--- src/rtl/sdt_pkg.sv ---
package sdt_pkg;

    // Transmitter control states
    typedef enum logic [1:0] {
        ST_IDLE   = 2'd0,
        ST_SETUP  = 2'd1,
        ST_STROBE = 2'd2,
        ST_GAP    = 2'd3
    } sdt_state_e;

    localparam logic START_BIT_VAL = 1'b1;

endpackage

--- src/rtl/sdt_phase_timer.sv ---
// Down-counting phase timer: load value N-1 to get N cycles before expiry.
module sdt_phase_timer #(
    parameter int W = 8
) (
    input  logic         clk,
    input  logic         rst_n,
    input  logic         load,
    input  logic [W-1:0] load_val,
    output logic         expire
);

    logic [W-1:0] cnt_q;

    always_ff @(posedge clk or negedge rst_n) begin
        if (!rst_n) begin
            cnt_q <= '0;
        end else if (load) begin
            cnt_q <= load_val;
        end else if (cnt_q != '0) begin
            cnt_q <= cnt_q - 1'b1;
        end
    end

    assign expire = (cnt_q == '0);

endmodule

--- src/rtl/sdt_frame_builder.sv ---
// Assembles the serial frame: start bit, character fields in order, spare zeros.
module sdt_frame_builder #(
    parameter int DIGITS = 2,
    parameter int SEGS   = 17,
    parameter int SPARE  = 1,
    localparam int FRAME_BITS = 1 + DIGITS * SEGS + SPARE
) (
    input  logic [DIGITS*SEGS-1:0] img,
    output logic [FRAME_BITS-1:0]  frame
);

    assign frame[0] = sdt_pkg::START_BIT_VAL;

    for (genvar d = 0; d < DIGITS; d++) begin : g_digit
        assign frame[1 + d*SEGS +: SEGS] = img[d*SEGS +: SEGS];
    end

    if (SPARE > 0) begin : g_spare
        assign frame[FRAME_BITS-1 -: SPARE] = '0;
    end

endmodule

--- src/rtl/sdt_bit_shifter.sv ---
// Holds the frame, presents the current bit, tracks the bit index.
module sdt_bit_shifter #(
    parameter int FRAME_BITS = 36,
    localparam int IW = $clog2(FRAME_BITS)
) (
    input  logic                  clk,
    input  logic                  rst_n,
    input  logic                  load,
    input  logic [FRAME_BITS-1:0] frame_in,
    input  logic                  shift,
    output logic                  bit_out,
    output logic                  last
);

    localparam logic [IW-1:0] LAST_IDX = IW'(FRAME_BITS - 1);

    logic [FRAME_BITS-1:0] sreg_q;
    logic [IW-1:0]         idx_q;

    always_ff @(posedge clk or negedge rst_n) begin
        if (!rst_n) begin
            sreg_q <= '0;
            idx_q  <= '0;
        end else if (load) begin
            sreg_q <= frame_in;
            idx_q  <= '0;
        end else if (shift) begin
            sreg_q <= {1'b0, sreg_q[FRAME_BITS-1:1]};
            idx_q  <= idx_q + 1'b1;
        end
    end

    assign bit_out = sreg_q[0];
    assign last    = (idx_q == LAST_IDX);

endmodule

--- src/rtl/sdt_frame_tx.sv ---
module sdt_frame_tx
    import sdt_pkg::*;
#(
    parameter int HALF_CYC = 100,
    parameter int DIGITS   = 2,
    parameter int SEGS     = 17,
    parameter int SPARE    = 1
) (
    input  logic                   clk,
    input  logic                   rst_n,
    input  logic                   img_valid,
    input  logic [DIGITS*SEGS-1:0] img_data,
    output logic                   img_ready,
    output logic                   busy,
    output logic                   frame_done,
    output logic                   ser_clk,
    output logic                   ser_data,
    output logic                   ser_en_n
);

    localparam int FRAME_BITS = 1 + DIGITS * SEGS + SPARE;
    localparam int GAP_CYC    = 2 * HALF_CYC;
    localparam int TW         = $clog2(GAP_CYC + 1);
    localparam logic [TW-1:0] HALF_LD = TW'(HALF_CYC - 1);
    localparam logic [TW-1:0] GAP_LD  = TW'(GAP_CYC - 1);

    sdt_state_e state_q, state_d;

    logic                  tmr_load;
    logic [TW-1:0]         tmr_val;
    logic                  tmr_expire;
    logic                  sh_load;
    logic                  sh_shift;
    logic                  sh_bit;
    logic                  sh_last;
    logic                  done_q;
    logic [FRAME_BITS-1:0] frame_w;

    sdt_frame_builder #(
        .DIGITS (DIGITS),
        .SEGS   (SEGS),
        .SPARE  (SPARE)
    ) u_build (
        .img   (img_data),
        .frame (frame_w)
    );

    sdt_phase_timer #(
        .W (TW)
    ) u_timer (
        .clk      (clk),
        .rst_n    (rst_n),
        .load     (tmr_load),
        .load_val (tmr_val),
        .expire   (tmr_expire)
    );

    sdt_bit_shifter #(
        .FRAME_BITS (FRAME_BITS)
    ) u_shift (
        .clk      (clk),
        .rst_n    (rst_n),
        .load     (sh_load),
        .frame_in (frame_w),
        .shift    (sh_shift),
        .bit_out  (sh_bit),
        .last     (sh_last)
    );

    // Next-state and datapath control
    always_comb begin
        state_d  = state_q;
        tmr_load = 1'b0;
        tmr_val  = HALF_LD;
        sh_load  = 1'b0;
        sh_shift = 1'b0;
        unique case (state_q)
            ST_IDLE: begin
                if (img_valid) begin
                    sh_load  = 1'b1;
                    tmr_load = 1'b1;
                    state_d  = ST_SETUP;
                end
            end
            ST_SETUP: begin
                if (tmr_expire) begin
                    tmr_load = 1'b1;
                    state_d  = ST_STROBE;
                end
            end
            ST_STROBE: begin
                if (tmr_expire) begin
                    tmr_load = 1'b1;
                    if (sh_last) begin
                        tmr_val = GAP_LD;
                        state_d = ST_GAP;
                    end else begin
                        sh_shift = 1'b1;
                        state_d  = ST_SETUP;
                    end
                end
            end
            ST_GAP: begin
                if (tmr_expire) begin
                    state_d = ST_IDLE;
                end
            end
        endcase
    end

    // State register and end-of-frame flag
    always_ff @(posedge clk or negedge rst_n) begin
        if (!rst_n) begin
            state_q <= ST_IDLE;
            done_q  <= 1'b0;
        end else begin
            state_q <= state_d;
            done_q  <= (state_q == ST_GAP) && tmr_expire;
        end
    end

    // Moore outputs from the state register
    always_comb begin
        img_ready  = 1'b0;
        busy       = 1'b1;
        ser_clk    = 1'b0;
        ser_data   = 1'b0;
        ser_en_n   = 1'b1;
        unique case (state_q)
            ST_IDLE: begin
                img_ready = 1'b1;
                busy      = 1'b0;
            end
            ST_SETUP: begin
                ser_en_n = 1'b0;
                ser_data = sh_bit;
            end
            ST_STROBE: begin
                ser_en_n = 1'b0;
                ser_clk  = 1'b1;
                ser_data = sh_bit;
            end
            ST_GAP: begin
                ser_en_n = 1'b1;
            end
        endcase
        frame_done = done_q;
    end

endmodule

--- config.mk ---
export PLATFORM = sky130hd
export DESIGN_NAME = sdt_frame_tx
export DESIGN_NICKNAME = d
export VERILOG_FILES = /design/src/rtl/sdt_pkg.sv /design/src/rtl/sdt_phase_timer.sv /design/src/rtl/sdt_frame_builder.sv /design/src/rtl/sdt_bit_shifter.sv /design/src/rtl/sdt_frame_tx.sv
export SDC_FILE = /design/constraint.sdc
export NUM_CORES = 1
export LEC_CHECK = 0
export BUFFER_PORTS_ARGS = -buffer_cell sky130_fd_sc_hd__buf_2
export CORE_UTILIZATION = 59
export CTS_BUF_LIST = sky130_fd_sc_hd__clkbuf_4 sky130_fd_sc_hd__clkbuf_8
export DETAILED_ROUTE_END_ITERATION = 16
export HOLD_SLACK_MARGIN = 0.15
export PLACE_DENSITY_LB_ADDON = 0.05
export SETUP_SLACK_MARGIN = 0.5
export SYNTH_ARGS = -nofsm -noshare
export SYNTH_HDL_FRONTEND = slang
export SYNTH_HIERARCHICAL = 1
export SYNTH_SLANG_ARGS = --single-unit
--- constraint.sdc ---
create_clock -name clk -period 3.4 [get_ports clk]
set_clock_uncertainty 0.05 [all_clocks]
set_input_delay 0.34 -clock clk [delete_from_list [all_inputs] [get_ports clk]]
set_output_delay 0.34 -clock clk [all_outputs]
set_load 0.02 [all_outputs]
# [Word-level counts from Yosys, hierarchy flattened]
# Cells that the tools add are included.
[totals] regBits=53 inputBits=37 wordCells=50
[classes] n_addsub=2 n_eq_ne=8 muxes=27 reduce_logical=8
[op_table] op="2-to-1 mux 36 bit" n=2
[op_table] op="2-to-1 mux 8 bit" n=5
[op_table] op="2-to-1 mux 6 bit" n=2
[op_table] op="2-to-1 mux 1 bit" n=11
[op_table] op="2-to-1 mux 2 bit" n=5
[op_table] op="logical NOT 8 bit" n=1
[op_table] op="!= test 2 bit (second input constant)" n=4
[op_table] op="case mux 2 bit (4 select lines)" n=1
[op_table] op="nonzero test 8 bit" n=1
[op_table] op="subtractor 8 x 1 -> 8 bit (second input constant)" n=1
[op_table] op="adder 6 x 1 -> 6 bit (second input constant)" n=1
[op_table] op="equality test 6 bit (second input constant)" n=1
[op_table] op="equality test 2 bit (second input constant)" n=2
[op_table] op="AND reduction 4 bit" n=1
[op_table] op="nonzero test 2 bit" n=2
[op_table] op="equality test 2 x 1 -> 1 bit (second input constant)" n=1
[op_table] op="logical NOT 2 bit" n=1
[op_table] op="case mux 1 bit (2 select lines)" n=1
[op_table] op="OR reduction 2 bit" n=1
[op_table] op="logical AND 1 bit" n=1

# [Depth between registers and ports, before layout]
[logic_depth] ltp_word=6 depth_mapped=12

# [Modules after synthesis]
# The synthesis kept the hierarchy.
[by_module_without_submodules] mod="sdt_bit_shifter" instances=1 cells_each=184 area_per_inst_um2=1934.4 seq_area_each_um2=1051.0
[by_module_without_submodules] mod="sdt_phase_timer" instances=1 cells_each=54 area_per_inst_um2=476.7 seq_area_each_um2=200.2
[by_module_without_submodules] mod="sdt_frame_tx" instances=1 cells_each=33 area_per_inst_um2=285.3 seq_area_each_um2=75.1
[by_module_without_submodules] mod="sdt_frame_builder" instances=1 cells_each=38 area_per_inst_um2=277.8 seq_area_each_um2=0.0

# [Worst setup path before layout]
# OpenSTA, ideal clock, no wires.
[synth_path] kind="reg-to-reg" start="register u_timer.cnt_q[0]" end="register u_shift.idx_q[5]" setup_ns=0.078 arrival_ns=2.287 slack_ns=0.985 stages_incl_launch_ff=12 cell_sequence="dfrtp_1 -> inv_1 -> ha_1 -> or3b_1 -> clkbuf_2 -> nor2_1 -> nand2_1 -> nor2_1 -> buf_2 -> nand3_1 -> or3_1 -> a21oi_1"
[synth_between] elab_chain_len=4
[synth_rtl] element="start: declaration" line="sdt_phase_timer.sv:12" source="logic [W-1:0] cnt_q;"
[synth_rtl] element="start signal: assignment" line="sdt_phase_timer.sv:18" source="cnt_q <= load_val;"
[synth_rtl] element="start signal: assignment" line="sdt_phase_timer.sv:20" source="cnt_q <= cnt_q - 1'b1;"
[synth_rtl] element="logical NOT 8 bit" line="sdt_phase_timer.sv:24" source="assign expire = (cnt_q == '0);"
[synth_rtl] element="named net tmr_expire" line="sdt_frame_tx.sv:31" source="logic tmr_expire;"
[synth_rtl] element="2-to-1 mux 1 bit" line="sdt_frame_tx.sv:92" source="if (tmr_expire) begin"
[synth_rtl] element="2-to-1 mux 1 bit" line="sdt_frame_tx.sv:77" source="unique case (state_q)"
[synth_rtl] element="named net sh_shift" line="sdt_frame_tx.sv:33" source="logic sh_shift;"
[synth_rtl] element="nonzero test 2 bit (no source line)"
[synth_rtl] element="end signal: assignment" line="sdt_bit_shifter.sv:29" source="idx_q <= idx_q + 1'b1;"
[synth_rtl] element="end: declaration" line="sdt_bit_shifter.sv:18" source="logic [IW-1:0] idx_q;"
# The timed path passes the listed nets, and every way through them passes these cells.
# A chain may end at the register's enable or synchronous reset.

# [Worst setup path after layout]
[layout_path] start="register u_timer.cnt_q[0]" end="register u_shift.idx_q[3]"
# The elaborated chain is that of the path after synthesis.

==> metrics.md <==
| Metric | Value |
|---|---|
| Slew Limit Fails | `0` |
| H-tree depth | `2` |
| Drt wl/cell | `12.2 um` |
| Cells after Synth | `between 300 and 400` |
| Die area | `5330 um^2` |
| Commonest non-fill, non-tap cell in the layout | `dfrtp_1` |
| Post-synth EDFFs | `0` |
| Setup TNS | `0 ps` |
| Maximum vdd ir drop | `around 0.31 mV` |
| Setup violators final | `0` |
| Filler cell count in the final layout | `~430` |
| Cts bufs inserted | `5` |
| Most frequent cells in the layout | `dfrtp_1, nand2_1, buf_2` |
| Final #Nets | `around 360` |
| DIE HEIGHT | `between 70 and 80 um` |
| Netlist cell types | `42` |
| Async set-reset flop share out of synthesis | `100%` |
| Status | `finished clean` |
| Share of Yosys cell area claimed by the top area cell type | `between 40% and 50%` |
| Fin worst setup slack | `734 ps` |
| Core area | `around 4800 um^2` |
| GRT Residual Overflow | `0` |
| Peak Freq | `375 MHz` |
| DP Worst Slack | `about 610 ps` |
| Max-Cap Viols | `0` |
| Crit path launch type | `flop` |
| Post-CTS Setup Bufs | `0` |
| Layout cells sized above 1 | `19.6%` |
| Post-synthesis cell type with the largest combined area | `dfrtp_1` |
| Vias post-DR | `1,963` |
| Crit path time final | `roughly 2700 ps` |
| Clk buf depth | `2` |
| Synth area leaders | `dfrtp_1, mux2i_1, buf_4` |
| Synth Cell Area | `2970 um^2` |
| CTS tree | `yes` |
| Drt initial violations | `67` |
| Antenna violations before repair | `0` |
| Worst setup EP type | `flop` |
| DRC viols | `0` |
| Total GRT Usage | `between 15 and 20%` |
| Vias in the first global route | `about 1,800` |
| CP arrival | `about 2800 ps` |
| Chip width | `73 um` |
| Fin. Hold Viols | `0` |
| DRT Pass-1 Iters | `4` |
| Vias per cell | `approximately 5.1` |
| I/O Buffers | `42` |
| Required @ worst endpoint | `3520 ps` |
| Worst-path clk slew | `90 ps` |
| First-pass GRT wire length | `slightly above 8000 um` |
| Cell Pwr Density | `334 nW/um^2` |
| Crit Path Category | `reg2reg` |
| RSZ-0062 raised after global routing | `false` |
| Period utilisation layout | `78.4%` |
| Drt total wl | `4670 um` |
| Worst skew pair latency | `300 ps` |
| CTS Root Cell | `clkbuf_8` |
| Mean Syn Cell Area | `9.62 um^2` |
| Seq/Total Area, Yosys | `44.6%` |
| Measured slew at the worst slew-check pin | `approximately 930 ps` |
| Hpwl dp | `3160 um` |
| Top_reg_cell synth | `dfrtp_1` |
| Util after Layout | `roughly 64%` |
| Initial core utilization | `between 60% and 70%` |
| # rows | `25` |
| Hold WC Path Type | `in2reg` |
| Slew HR | `38.2%` |
| Pleak | `1.12 nW` |
| Final Wtd Congestion | `0.840` |
| Pin count of the biggest net entering global routing | `79` |
| Synth Register Bits | `53` |
| IO Pins | `43` |
| Antenna diodes | `0` |
| Final antenna-violating net count | `0` |
| CP Max Fanout | `18` |
| Tot Pwr | `1.03 mW` |
| Synth warnings | `6` |
| Area grow syn2layout | `3.41%` |
| Clock Sinks | `53` |
## logic make-up after synthesis
family,share of synthesized area (%)
buffers and inverters,13.0
muxes,12.5
other,0.505
adders and majority gates,3.37
AOI/OAI and AO/OA,11.4
DFF,44.6
and+or+nand+nor,13.2
xor gates and xnor gates,1.47
## registers in the layout, indices dropped and copies added, names as in the netlist
signal / flops
u_shift/idx_q: 6
frame_done: 1
state_q: 2
u_timer/cnt_q: 8
u_shift/sreg_q: 36
## critical path, cell delays in order (launching register included)
cell and delay (ps):
dfrtp_1 430, inv_1 90, ha_1 210, or3b_1 490, nor2_2 340, nand2_1 150
nor2_4 130, buf_4 300, nand4_1 150, xor2_1 150, nor2_1 50
## synth_stat cells, drive strengths merged (2+ instances only)
cell type and instances:
nand3 5, clkbuf 5, nor4 2, a2bb2oi 2, or4 2, nor2 14
mux2i 37, nand2b 2, nor3 4, buf 45, o21ai 40, xor2 3
conb 4, xnor2 2, dfrtp 53, and2 3, a21oi 5, ha 8
inv 8, nand4 3, nand2 45, or3 2, o31ai 3
## metal layers
layer / GRT usage (%) / routed length, um
met1: 26.3 / 2300
met5: 0 / 0
met3: 4.14 / 132
met2: 32.2 / 2180
met4: 5.88 / 55
## report_power, final
part	switching, mW	leakage [nW]	internal [mW]
logic	0.0184	0.577	0.0161
registers	0	0.496	0.630
clock network	0.200	0.0453	0.162
total	0.218	1.12	0.808
## timing repair
action | CTS | global route
hold endpoints to repair | 27 | 0
resized for setup | 0 | 2
setup endpoints to repair | 0 | 41
hold buffers | 1 | 0
## final cells by class
class / instances / area [um^2] / area share, %
Inverter: 8 / 30.0 / 0.976
Timing Repair Buffer: 48 / 262 / 8.50
Sequential cell: 53 / 1330 / 43.1
Clock buffer: 7 / 83.8 / 2.73
Tap cell: 67 / 83.8 / 2.73
Clock inverter: 1 / 7.51 / 0.244
Multi-Input combinational cell: 200 / 1280 / 41.7
## final timing paths
| kind | depth (start not counted) | slack [ps] | endpoint | startpoint |
|---|---|---|---|---|
| max in group asynchronous | 3 | 1940 | u_timer/cnt_q[6] | rst_n |
| worst min register to register | 2 | 500 | u_shift/sreg_q[35] | u_shift/sreg_q[35] |
| worst min-delay path | 3 | 190 | u_shift/sreg_q[22] | img_data[21] |
| worst max-delay path | 10 | 730 | u_shift/idx_q[3] | u_timer/cnt_q[0] |
| worst max register to register | 10 | 730 | u_shift/idx_q[3] | u_timer/cnt_q[0] |
| min in group asynchronous | 2 | 650 | u_timer/cnt_q[1] | rst_n |
## stage by stage
| stage | instances | area (um^2) | hold WS, ps |
|---|---|---|---|
| final | 384 | 3080 | 186 |
| after global routing | 384 | 3080 | 194 |
| after CTS | 384 | 3070 | 179 |
| after detailed placement | 375 | 2970 | 478 |
| after global placement | 375 | 2970 | 485 |
| after floorplan | 312 | 2990 | -5.59 |
Note: power is estimated with default switching activity, not from simulation.
